## src/rtl/hp_pkg.sv

```systemverilog
package hp_pkg;
  typedef enum logic [1:0] {
    EV_COLD   = 2'd0,
    EV_PLUG   = 2'd1,
    EV_UNPLUG = 2'd2,
    EV_NONE   = 2'd3
  } hp_ev_e;

  typedef enum logic [1:0] {
    ST_REBUILD = 2'd0,
    ST_IDLE    = 2'd1,
    ST_FLUSH   = 2'd2
  } hp_state_e;

  localparam int unsigned WIN_DW = 32;
  localparam int unsigned WIN_AW = 4;
  localparam logic [WIN_AW-1:0] OFS_UP    = 4'h0;
  localparam logic [WIN_AW-1:0] OFS_DOWN  = 4'h4;
  localparam logic [WIN_AW-1:0] OFS_EJECT = 4'h8;
  localparam logic [WIN_AW-1:0] OFS_RMV   = 4'hC;
  localparam logic [2:0]        ACC_WORD  = 3'd4;
endpackage

```

## src/rtl/hp_lowest_one.sv

```systemverilog
module hp_lowest_one #(
  parameter int W = 32
) (
  input  logic [W-1:0] vec,
  output logic [W-1:0] onehot
);
  logic [W:0] seen;
  assign seen[0] = 1'b0;

  for (genvar i = 0; i < W; i++) begin : g_scan
    assign onehot[i]  = vec[i] & ~seen[i];
    assign seen[i+1]  = seen[i] | vec[i];
  end
endmodule

```

## src/rtl/hp_gpe_block.sv

```systemverilog
module hp_gpe_block #(
  parameter  int GPE_BYTES = 2,
  parameter  int HP_BIT    = 1,
  localparam int GW        = 8 * GPE_BYTES,
  localparam int GAW       = $clog2(2 * GPE_BYTES)
) (
  input  logic           clk,
  input  logic           rst_n,
  input  logic           gpe_valid,
  input  logic           gpe_write,
  input  logic [GAW-1:0] gpe_addr,
  input  logic [7:0]     gpe_wdata,
  input  logic           hp_set,
  output logic [7:0]     gpe_rdata,
  output logic           sci
);
  logic [GW-1:0] sts_q, sts_d;
  logic [GW-1:0] en_q,  en_d;
  logic          wr_en;
  int unsigned   ai;

  assign wr_en = gpe_valid & gpe_write;
  assign ai    = 32'(gpe_addr);

  always_comb begin
    sts_d = sts_q;
    en_d  = en_q;
    for (int b = 0; b < GPE_BYTES; b++) begin
      if (wr_en && ai == 32'(b))
        sts_d[8*b +: 8] = sts_q[8*b +: 8] & ~gpe_wdata;
      if (wr_en && ai == 32'(b + GPE_BYTES))
        en_d[8*b +: 8] = gpe_wdata;
    end
    if (hp_set) sts_d[HP_BIT] = 1'b1;
  end

  always_ff @(posedge clk or negedge rst_n) begin
    if (!rst_n) begin
      sts_q <= '0;
      en_q  <= '0;
    end else begin
      sts_q <= sts_d;
      en_q  <= en_d;
    end
  end

  always_comb begin
    gpe_rdata = 8'h00;
    if (gpe_valid && !gpe_write) begin
      if (ai < 32'(GPE_BYTES))
        gpe_rdata = sts_q[8*ai +: 8];
      else if (ai < 32'(2 * GPE_BYTES))
        gpe_rdata = en_q[8*(ai - 32'(GPE_BYTES)) +: 8];
    end
  end

  assign sci = |(sts_q & en_q);

  // a hotplug event leaves the status bit set in the next cycle
  a_r5_event_latches: assert property (@(posedge clk) disable iff (!rst_n)
    hp_set |=> sts_q[HP_BIT]);

  // a status clear with no colliding event removes the written ones
  a_r12_w1c_clears: assert property (@(posedge clk) disable iff (!rst_n)
    (wr_en && gpe_addr == '0 && !hp_set) |=> ((sts_q[7:0] & $past(gpe_wdata)) == 8'h00));

  // no interrupt without any enable bit
  a_r11_sci_needs_enable: assert property (@(posedge clk) disable iff (!rst_n)
    (en_q == '0) |-> !sci);
endmodule

```

## src/rtl/hp_slot_maps.sv

```systemverilog
module hp_slot_maps
  import hp_pkg::*;
#(
  parameter  int NSLOTS = 32,
  localparam int SW     = $clog2(NSLOTS)
) (
  input  logic              clk,
  input  logic              rst_n,
  input  logic              plat_rst,
  input  hp_ev_e            ev_kind,
  input  logic [SW-1:0]     ev_slot,
  input  logic [NSLOTS-1:0] nohp_mask,
  input  logic [NSLOTS-1:0] populated,
  input  logic              eject_fire,
  input  logic [NSLOTS-1:0] eject_sel,
  output logic [NSLOTS-1:0] present_q,
  output logic [NSLOTS-1:0] down_q,
  output logic [NSLOTS-1:0] hpen_q,
  output logic              ready,
  output logic              hp_event
);
  hp_state_e         state_q, state_d;
  logic [NSLOTS-1:0] present_d, down_d, hpen_d;
  logic [NSLOTS-1:0] slot_oh;
  logic [NSLOTS-1:0] flush_oh;

  assign slot_oh = NSLOTS'(1) << ev_slot;

  hp_lowest_one #(.W(NSLOTS)) u_flush_pick (
    .vec    (down_q),
    .onehot (flush_oh)
  );

  always_comb begin
    state_d   = state_q;
    present_d = present_q;
    down_d    = down_q;
    hpen_d    = hpen_q;
    hp_event  = 1'b0;
    unique case (state_q)
      ST_REBUILD: begin
        hpen_d    = ~nohp_mask;
        present_d = populated;
        down_d    = '0;
        state_d   = plat_rst ? ST_FLUSH : ST_IDLE;
      end
      ST_FLUSH: begin
        if (down_q == '0) begin
          state_d = ST_REBUILD;
        end else begin
          down_d    = down_q & ~flush_oh;
          present_d = present_q & ~(flush_oh & ~nohp_mask);
        end
      end
      ST_IDLE: begin
        if (plat_rst) begin
          state_d = ST_FLUSH;
        end else begin
          if (eject_fire) begin
            down_d    = down_d & ~eject_sel;
            present_d = present_d & ~(eject_sel & ~nohp_mask);
          end
          unique case (ev_kind)
            EV_COLD:   present_d = present_d | slot_oh;
            EV_PLUG: begin
              present_d = present_d | slot_oh;
              hp_event  = 1'b1;
            end
            EV_UNPLUG: begin
              down_d   = down_d | slot_oh;
              hp_event = 1'b1;
            end
            default: ;
          endcase
        end
      end
      default: state_d = ST_REBUILD;
    endcase
  end

  always_ff @(posedge clk or negedge rst_n) begin
    if (!rst_n) begin
      state_q   <= ST_REBUILD;
      present_q <= '0;
      down_q    <= '0;
      hpen_q    <= '0;
    end else begin
      state_q   <= state_d;
      present_q <= present_d;
      down_q    <= down_d;
      hpen_q    <= hpen_d;
    end
  end

  assign ready = (state_q == ST_IDLE);

  // an unplug request never clears the present bit of its slot
  a_r6_unplug_keeps_present: assert property (@(posedge clk) disable iff (!rst_n)
    (ready && !plat_rst && ev_kind == EV_UNPLUG && !eject_fire && present_q[ev_slot])
      |=> present_q[$past(ev_slot)]);

  // each flush cycle with work retires exactly one pending slot
  a_r10_flush_drains: assert property (@(posedge clk) disable iff (!rst_n)
    (state_q == ST_FLUSH && down_q != '0)
      |=> ($countones(down_q) + 1 == $past($countones(down_q))));

  // rebuild leaves no pending removal and reloads the enable map
  a_r8_rebuild_clean: assert property (@(posedge clk) disable iff (!rst_n)
    (state_q == ST_REBUILD) |=> (down_q == '0 && hpen_q == ~$past(nohp_mask)));
endmodule

```

## src/rtl/hp_reg_window.sv

```systemverilog
module hp_reg_window
  import hp_pkg::*;
#(
  parameter int NSLOTS = 32
) (
  input  logic              clk,
  input  logic              rst_n,
  input  logic              acc_valid,
  input  logic              acc_write,
  input  logic [WIN_AW-1:0] acc_addr,
  input  logic [2:0]        acc_bytes,
  input  logic [WIN_DW-1:0] acc_wdata,
  input  logic [NSLOTS-1:0] present_q,
  input  logic [NSLOTS-1:0] down_q,
  input  logic [NSLOTS-1:0] hpen_q,
  input  logic              ready,
  output logic [WIN_DW-1:0] acc_rdata,
  output logic              eject_fire,
  output logic [NSLOTS-1:0] eject_sel
);
  logic              word_ok;
  logic [NSLOTS-1:0] wslots;

  assign word_ok = acc_valid && (acc_bytes == ACC_WORD);
  assign wslots  = acc_wdata[NSLOTS-1:0];

  hp_lowest_one #(.W(NSLOTS)) u_eject_pick (
    .vec    (wslots),
    .onehot (eject_sel)
  );

  assign eject_fire = word_ok && acc_write && (acc_addr == OFS_EJECT)
                    && ready && (wslots != '0);

  always_comb begin
    acc_rdata = '0;
    if (word_ok && !acc_write) begin
      unique case (acc_addr)
        OFS_UP:   acc_rdata[NSLOTS-1:0] = present_q & hpen_q;
        OFS_DOWN: acc_rdata[NSLOTS-1:0] = down_q;
        OFS_RMV:  acc_rdata[NSLOTS-1:0] = hpen_q;
        default:  acc_rdata = '0;
      endcase
    end
  end

  // an eject always names exactly one slot
  a_r4_eject_single: assert property (@(posedge clk) disable iff (!rst_n)
    eject_fire |-> ($countones(eject_sel) == 1));

  // a narrow access never triggers an eject
  a_r9_narrow_no_eject: assert property (@(posedge clk) disable iff (!rst_n)
    (acc_valid && acc_bytes != ACC_WORD) |-> !eject_fire);
endmodule

```

## src/rtl/hp_slot_ctrl.sv

```systemverilog
module hp_slot_ctrl
  import hp_pkg::*;
#(
  parameter  int NSLOTS    = 32,
  parameter  int GPE_BYTES = 2,
  parameter  int HP_BIT    = 1,
  localparam int SW        = $clog2(NSLOTS),
  localparam int GAW       = $clog2(2 * GPE_BYTES)
) (
  input  logic              clk,
  input  logic              rst_n,
  input  logic              plat_rst,
  input  logic              acc_valid,
  input  logic              acc_write,
  input  logic [3:0]        acc_addr,
  input  logic [2:0]        acc_bytes,
  input  logic [31:0]       acc_wdata,
  output logic [31:0]       acc_rdata,
  input  logic              gpe_valid,
  input  logic              gpe_write,
  input  logic [GAW-1:0]    gpe_addr,
  input  logic [7:0]        gpe_wdata,
  output logic [7:0]        gpe_rdata,
  input  logic [1:0]        ev_kind,
  input  logic [SW-1:0]     ev_slot,
  input  logic [NSLOTS-1:0] nohp_mask,
  input  logic [NSLOTS-1:0] populated,
  output logic              ready,
  output logic              sci
);
  logic [NSLOTS-1:0] present_q, down_q, hpen_q, eject_sel;
  logic              eject_fire, hp_event;

  hp_slot_maps #(.NSLOTS(NSLOTS)) u_maps (
    .clk        (clk),
    .rst_n      (rst_n),
    .plat_rst   (plat_rst),
    .ev_kind    (hp_ev_e'(ev_kind)),
    .ev_slot    (ev_slot),
    .nohp_mask  (nohp_mask),
    .populated  (populated),
    .eject_fire (eject_fire),
    .eject_sel  (eject_sel),
    .present_q  (present_q),
    .down_q     (down_q),
    .hpen_q     (hpen_q),
    .ready      (ready),
    .hp_event   (hp_event)
  );

  hp_reg_window #(.NSLOTS(NSLOTS)) u_win (
    .clk        (clk),
    .rst_n      (rst_n),
    .acc_valid  (acc_valid),
    .acc_write  (acc_write),
    .acc_addr   (acc_addr),
    .acc_bytes  (acc_bytes),
    .acc_wdata  (acc_wdata),
    .present_q  (present_q),
    .down_q     (down_q),
    .hpen_q     (hpen_q),
    .ready      (ready),
    .acc_rdata  (acc_rdata),
    .eject_fire (eject_fire),
    .eject_sel  (eject_sel)
  );

  hp_gpe_block #(.GPE_BYTES(GPE_BYTES), .HP_BIT(HP_BIT)) u_gpe (
    .clk       (clk),
    .rst_n     (rst_n),
    .gpe_valid (gpe_valid),
    .gpe_write (gpe_write),
    .gpe_addr  (gpe_addr),
    .gpe_wdata (gpe_wdata),
    .hp_set    (hp_event),
    .gpe_rdata (gpe_rdata),
    .sci       (sci)
  );
endmodule

```

## config.mk

```make
export PLATFORM = sky130hd
export DESIGN_NAME = hp_slot_ctrl
export DESIGN_NICKNAME = d
export VERILOG_FILES = /design/src/rtl/hp_pkg.sv /design/src/rtl/hp_lowest_one.sv /design/src/rtl/hp_gpe_block.sv /design/src/rtl/hp_slot_maps.sv /design/src/rtl/hp_reg_window.sv /design/src/rtl/hp_slot_ctrl.sv
export SDC_FILE = /design/constraint.sdc
export NUM_CORES = 1
export LEC_CHECK = 0
export ABC_AREA = 1
export BUFFER_PORTS_ARGS = -buffer_cell sky130_fd_sc_hd__buf_2
export CAP_MARGIN = 5
export CORE_ASPECT_RATIO = 1.5
export CORE_MARGIN = 1.5
export CORE_UTILIZATION = 45
export CTS_BUF_LIST = sky130_fd_sc_hd__clkbuf_4 sky130_fd_sc_hd__clkbuf_8 sky130_fd_sc_hd__clkbuf_16
export CTS_CLUSTER_SIZE = 25
export DETAILED_ROUTE_END_ITERATION = 6
export GPL_TIMING_DRIVEN = 0
export PLACE_DENSITY = 0.73
export REMOVE_ABC_BUFFERS = 1
export SYNTH_ARGS = -nofsm -noshare
export SYNTH_HDL_FRONTEND = slang
export SYNTH_SLANG_ARGS = --single-unit
```

## constraint.sdc

```tcl
create_clock -name clk -period 2.45 [get_ports clk]
set_input_delay 0.1225 -clock clk [delete_from_list [all_inputs] [get_ports clk]]
set_output_delay 0.1225 -clock clk [all_outputs]
set_load 0.05 [all_outputs]
```

# ---- Word level (Yosys, flattened, before mapping)
# Index checks and enable logic that the tools add are counted.
dict set report totals {
  ff_bits 130
  out_inout_bits 42
  elab_cells 287
  in_bits 127
}
dict set report classes {
  magnitude_cmp 2
  eq_ne 15
  addsub 1
  shifts 3
  muxes 28
  reduce_logical 26
  bitwise_logic 203
}
# cell count
set op_table {}
lappend op_table {{32-bit 2-to-1 mux} 13}
lappend op_table {{32-bit one-hot mux with 3 select lines} 3}
lappend op_table {{32-bit bitwise AND} 7}
lappend op_table {{32-bit inverter} 5}
lappend op_table {{32-bit logical NOT} 2}
lappend op_table {{32-bit OR} 2}
lappend op_table {{1-bit bitwise AND} 63}
lappend op_table {{1-bit inverter} 62}
lappend op_table {{1-bit OR} 60}
lappend op_table {{16-bit by 33-bit variable part select with 8-bit output} 1}
lappend op_table {{32-bit nonzero test} 1}
lappend op_table {{1-bit by 5-bit << shifter with 32-bit output, first input constant} 1}
lappend op_table {{8-bit 2-to-1 mux} 3}
lappend op_table {{16-bit bitwise AND} 1}
lappend op_table {{8-bit bitwise AND} 2}
lappend op_table {{16-bit OR reduction} 1}
lappend op_table {{16-bit by 6-bit variable part select with 8-bit output} 1}
lappend op_table {{1-bit logical AND} 11}
lappend op_table {{2-bit equality test, second input constant} 4}
lappend op_table {{4-bit equality test, second input constant} 2}
lappend op_table {{2-bit 2-to-1 mux} 4}
lappend op_table {{8-bit inverter} 1}
lappend op_table {{2-bit by 1-bit equality test with 1-bit output, second input constant} 3}
lappend op_table {{2-bit inequality test, second input constant} 3}
lappend op_table {{other kinds (16)} 22}

# ---- Longest topological paths before layout
dict set report logic_depth {
  depth_word 42
  depth_mapped 15
  ltp_nobuf 15
}

# ---- Modules after synthesis
# A second synthesis with hierarchy kept.
dict set report hier_totals {
  cells_unflattened 1606
  area_unflattened_um2 10223.6
}
# module instances seq_area_each_um2 cells_each area_per_inst_um2
set by_module_without_submodules {}
lappend by_module_without_submodules {hp_slot_maps 1 2452.4 970 6428.7}
lappend by_module_without_submodules {hp_gpe_block 1 800.8 209 1594.0}
lappend by_module_without_submodules {hp_reg_window 1 0.0 261 1179.9}
lappend by_module_without_submodules {hp_lowest_one 2 0.0 83 510.5}

# ---- Least setup slack after synthesis
# OpenSTA, ideal clock, no wires.
dict set report synth_timing {
  kind {input port to output port}
  start {in gpe_valid}
  end {out gpe_rdata[5]}
  required_time_ns 2.328
  n_path_buf 0
  arrival_ns 2.893
  path_slack_ns -0.566
  cell_stages 4
  cell_sequence {inv_1 > nor2_1 > inv_1 > a2111oi_0}
}
dict set report synth_between {
  elab_chain_cells 2
}
# element line
set synth_lines {}
lappend synth_lines {{start, declared} hp_slot_ctrl.sv:19} ;# input logic gpe_valid,
lappend synth_lines {{1-bit logical AND} hp_gpe_block.sv:49} ;# if (gpe_valid && !gpe_write) begin
lappend synth_lines {{8-bit 2-to-1 mux} hp_gpe_block.sv:49}
lappend synth_lines {{end, declared} hp_slot_ctrl.sv:23} ;# output logic [7:0] gpe_rdata,
# Every way passes these cells.

# ---- Final worst setup path
dict set report layout_timing {
  start {reg u_maps.state_q[1]}
  end {reg u_maps.present_q[14]}
}
dict set report layout_between {
  elab_chain_cells 10
  word_cells_on_any_way 16
  cone_classes {4 x eq/ne; 6 x mux; 1 x bitwise; 5 x reduce/logical}
}
# element line
set layout_lines {}
lappend layout_lines {{start, declared} hp_slot_maps.sv:22} ;# hp_state_e state_q, state_d;
lappend layout_lines {{start signal, assigned} hp_slot_maps.sv:88} ;# state_q <= state_d;
lappend layout_lines {{2-bit by 1-bit equality test with 1-bit output} {hp_slot_maps.sv:40, hp_slot_maps.sv:95}}
lappend layout_lines {{1-bit logical AND (2 in series)} hp_reg_window.sv:33} ;# && ready && (wslots != '0);
lappend layout_lines {{32-bit 2-to-1 mux} hp_slot_maps.sv:59} ;# if (eject_fire) begin
lappend layout_lines {{32-bit 2-to-1 mux} hp_slot_maps.sv:56} ;# if (plat_rst) begin
lappend layout_lines {{32-bit 2-to-1 mux} hp_slot_maps.sv:40} ;# unique case (state_q)
lappend layout_lines {{32-bit OR} {hp_slot_maps.sv:64, hp_slot_maps.sv:66}}
lappend layout_lines {{32-bit 2-to-1 mux} --}
lappend layout_lines {{32-bit 2-to-1 mux} hp_slot_maps.sv:56}
lappend layout_lines {{32-bit one-hot mux with 3 select lines} hp_slot_maps.sv:40}
lappend layout_lines {{end signal, assigned} hp_slot_maps.sv:89} ;# present_q <= present_d;
lappend layout_lines {{end, declared} hp_slot_maps.sv:16} ;# output logic [NSLOTS-1:0] present_q,
# Parallel ways exist; a longest one is shown, timed or not. The select of a mux whose other input is x is not followed.
# A chain may end at the register's enable or synchronous reset.

==> results.cfg <==
[synthesis]
synth_top_family_by_area = simple AND/OR/NAND/NOR gates
muxShareOfSynthArea_pct = 0.607
ys.flop_type = dfrtp_1
synth-seq-cells = 130
synth-compound-area-share_pct = 17.8
synth_common_cells = 417 x nand2_1, 170 x nor2_1, 162 x inv_1
yosys_warnings = 0
ys_seq_area_share_pct = 35.1
synthAdderAreaFrac_pct = 0.944
yosys.area.top_type = dfrtp_1
synth_area_per_cell_um2 = 6.43
syn_area_um2 = 9280
synth_cells = 1444
yosysMostFrequentCell = nand2_1
synth_top_area_share_pct = 35.1
synthXorXnorAreaFrac_pct = 0
synth-edff-count = 0
synth-simple-area-share_pct = 35.7
async_flop_share_pct = 100
synth.distinct_cells = 46
synthTopCellsByArea = dfrtp_1 35%, nand2_1 17%, o21ai_0 8.0%, nor2_1 6.9%, inv_1 6.6%

[floorplanning]
initial_core_util_pct = 45.6
num_io_pins = 169
core_area_um2 = 20300
die_h_um = 179
rows = 64
dieArea_um2 = 21500
chipWidth_um = 120

[pwr]
seqPwrFrac_pct = 29.5
internal_power_mw = 6.07
power_mw = 11.3
p_leak_nw = 5.80
vdd_drop_max_mv = 0.716
switching_share_pct = 46.3
pwr-share-clk_pct = 23.2
power_frac_comb_pct = 47.4
p_per_area_nw_per_um2 = 968
net-switching-power_mw = 5.24

[route]
drt_wl_total_mm = 36.1
drcViolationCount = 0
vias = 11100
avgViaCountPerCell = 5.81
drt-initial-drc-count = 1344
ant_nets = 0
wl_per_cell_um = 18.9
first_pass_iters = 7

[clock_network]
cts_buffer_depth = 2
clk_latency_ns = 0.44
cts_tree = done
htree_levels = 4
cts.clk_slew.worst_paths_ns = 0.06
cts_sinks = 130
root_buffer = clkbuf_16
cts_made_buffers = 17

[worst_setup_path]
worstSetupEndpointType = register
ff2ff_path_depth = 9
path_max_fanout = 10
worst_ep_arrival_time_ns = 2.73
critPathRequiredTime_ns = 2.77
critPathKind = register to register
startpoint_type = register

[sta]
skew_ns = 0.00895
setup_violations = 0
drv_slew = 0
holdWs_ns = 0.00368
maxSlewHeadroom_pct = 19.7
finalHoldViolCount = 0
min_period_over_period_pct = 98.5
setup_tns_ns = 0
max_freq_mhz = 415
tightest_slew_ns = 1.20
min_period_ns = 2.41
setup_ws_ns = 0.0379

[grt]
grt_pass1_wl_mm = 55.8
overflow = 0
grt_max_degree = 67
grt_use_total_pct = 33.7
antenna_found_initial = 1
grt_pass1_vias = 10700

[run_status]
status = completed

[flow_run]
maxCapViolCount = 0

[placed_design]
detailedPlace.worstSlack_ns = -0.889
io_buffers = 168
dpl.hpwl_mm = 22.9
place.gp.congestion = 0.918

[cells_and_area]
final_util_pct = 57.4
nFillCells = 1983
drive_above_1_share_pct = 16.9
syn_to_final_growth_pct = 25.9
num_antenna_cells = 0
nets = 1773

[worst_hold_path]
min_path_type = input port to register
hold_path_depth = 3
placed cells by master, fill, tap and decap left out, types with 4 or more instances in the layout:
| cell type | netlist | final |
|---|---|---|
| mux2_2 | 5 | 5 |
| o21ai_0 | 148 | 148 |
| nand4_1 | 24 | 24 |
| a21oi_1 | 43 | 42 |
| nor3_1 | 23 | 22 |
| dfrtp_1 | 130 | 129 |
| o211ai_1 | 8 | 8 |
| a211oi_1 | 4 | 4 |
| clkbuf_16 | 0 | 17 |
| ha_1 | 7 | 4 |
| nor2_1 | 170 | 167 |
| buf_4 | 2 | 15 |
| inv_6 | 0 | 4 |
| nor2_2 | 5 | 8 |
| o22ai_1 | 18 | 18 |
| buf_12 | 0 | 4 |
| dlygate4sd3_1 | 0 | 44 |
| o221ai_1 | 11 | 11 |
| a31oi_1 | 10 | 10 |
| buf_6 | 2 | 4 |
| nor2_4 | 9 | 12 |
| nand2_1 | 417 | 416 |
| nand3_1 | 104 | 102 |
| o21ai_1 | 29 | 29 |
| a22oi_1 | 8 | 8 |
| buf_2 | 15 | 167 |
| inv_1 | 162 | 160 |
| clkinv_4 | 0 | 4 |
cell type report:
class	count	area, um^2	share of cell area, %
multi-input combinational	1087	5280	45.2
sequential	130	3250	27.9
timing repair buffer	238	1600	13.7
inverter	165	623	5.33
clock buffer	18	439	3.76
tap	264	330	2.83
clock inverter	14	155	1.33
per-stage QoR:
stage	cells	cell area (um^2)
2_1_floorplan	1377	8990
3_3_place_gp	1809	10200
3_5_place_dp	1818	10400
4_1_cts	1909	11600
5_1_grt	1916	11700
6_report	1916	11700
cell families (layout without fill, tap and decap cells):
group | after synthesis | count (layout)
AO/OA/AOI/OAI | 295 | 295
adder cells (fa/ha/maj) | 7 | 7
buffers and inverters | 232 | 435
flip-flops | 130 | 130
multiplexers | 5 | 5
AND/OR/NAND/NOR | 775 | 780
power groups by stage:
| stage | combinational, mW | clock [mW] | sequential, mW |
|---|---|---|---|
| floorplan | 3.04 | 0 | 3.21 |
| global placement | 4.21 | 0 | 3.31 |
| detailed placement | 4.62 | 0 | 3.33 |
| CTS | 5.15 | 2.64 | 3.31 |
| global route | 5.88 | 2.72 | 3.40 |
| finish | 5.36 | 2.62 | 3.33 |
layer usage:
layer / track usage [%] / routed length (um) / up-vias
li1: - / - / 5140
met3: 7.28 / 3530 / 187
met5: 0 / 10 / -
met2: 56.9 / 17300 / 689
met4: 22.3 / 2360 / 2
met1: 38.4 / 12900 / 5108
worst paths after layout:
path | from | endpoint | slack, ns
min in group asynchronous | rst_n | u_maps.hpen_q[13]$_DFFE_PN0P_ | 0.27
setup reg to reg | u_maps.state_q[1]$_DFFE_PN0P_ | u_maps.present_q[14]$_DFFE_PN0P_ | 0.04
hold / removal | populated[13] | u_maps.present_q[13]$_DFFE_PN0P_ | 0.004
hold reg to reg | u_maps.hpen_q[28]$_DFFE_PN0P_ | u_maps.hpen_q[28]$_DFFE_PN0P_ | 0.49
setup / recovery | u_maps.state_q[1]$_DFFE_PN0P_ | u_maps.present_q[14]$_DFFE_PN0P_ | 0.04
max in group asynchronous | rst_n | u_maps.hpen_q[27]$_DFFE_PN0P_ | 1.41
sequential cells by signal, summed over array words and instances (netlist names):
name,flops
u_maps.state_q,2
u_maps.hpen_q,32
u_gpe.en_q,16
u_gpe.sts_q,16
u_maps.present_q,32
u_maps.down_q,32
worst max-delay path: stages (launching register included):
cell and delay, ns:
dfrtp_1 0.42, inv_1 0.16, ha_4 0.23, clkinv_2 0.23, nor4_1 0.45, o21ai_0 0.29, o21ai_0 0.21, a21oi_1 0.09
o21ai_0 0.15, nand2_1 0.07
what timing repair did:
action                                 4_1_cts  5_1_grt
setup buffers                               11        6
resized for setup                           10        8
pin swaps                                    3        3
hold buffers                                44        0
setup endpoints to repair                   98       42
cloned                                       4        1
endpoints found under the hold margin      127        0
(Power assumes the default switching activity.)
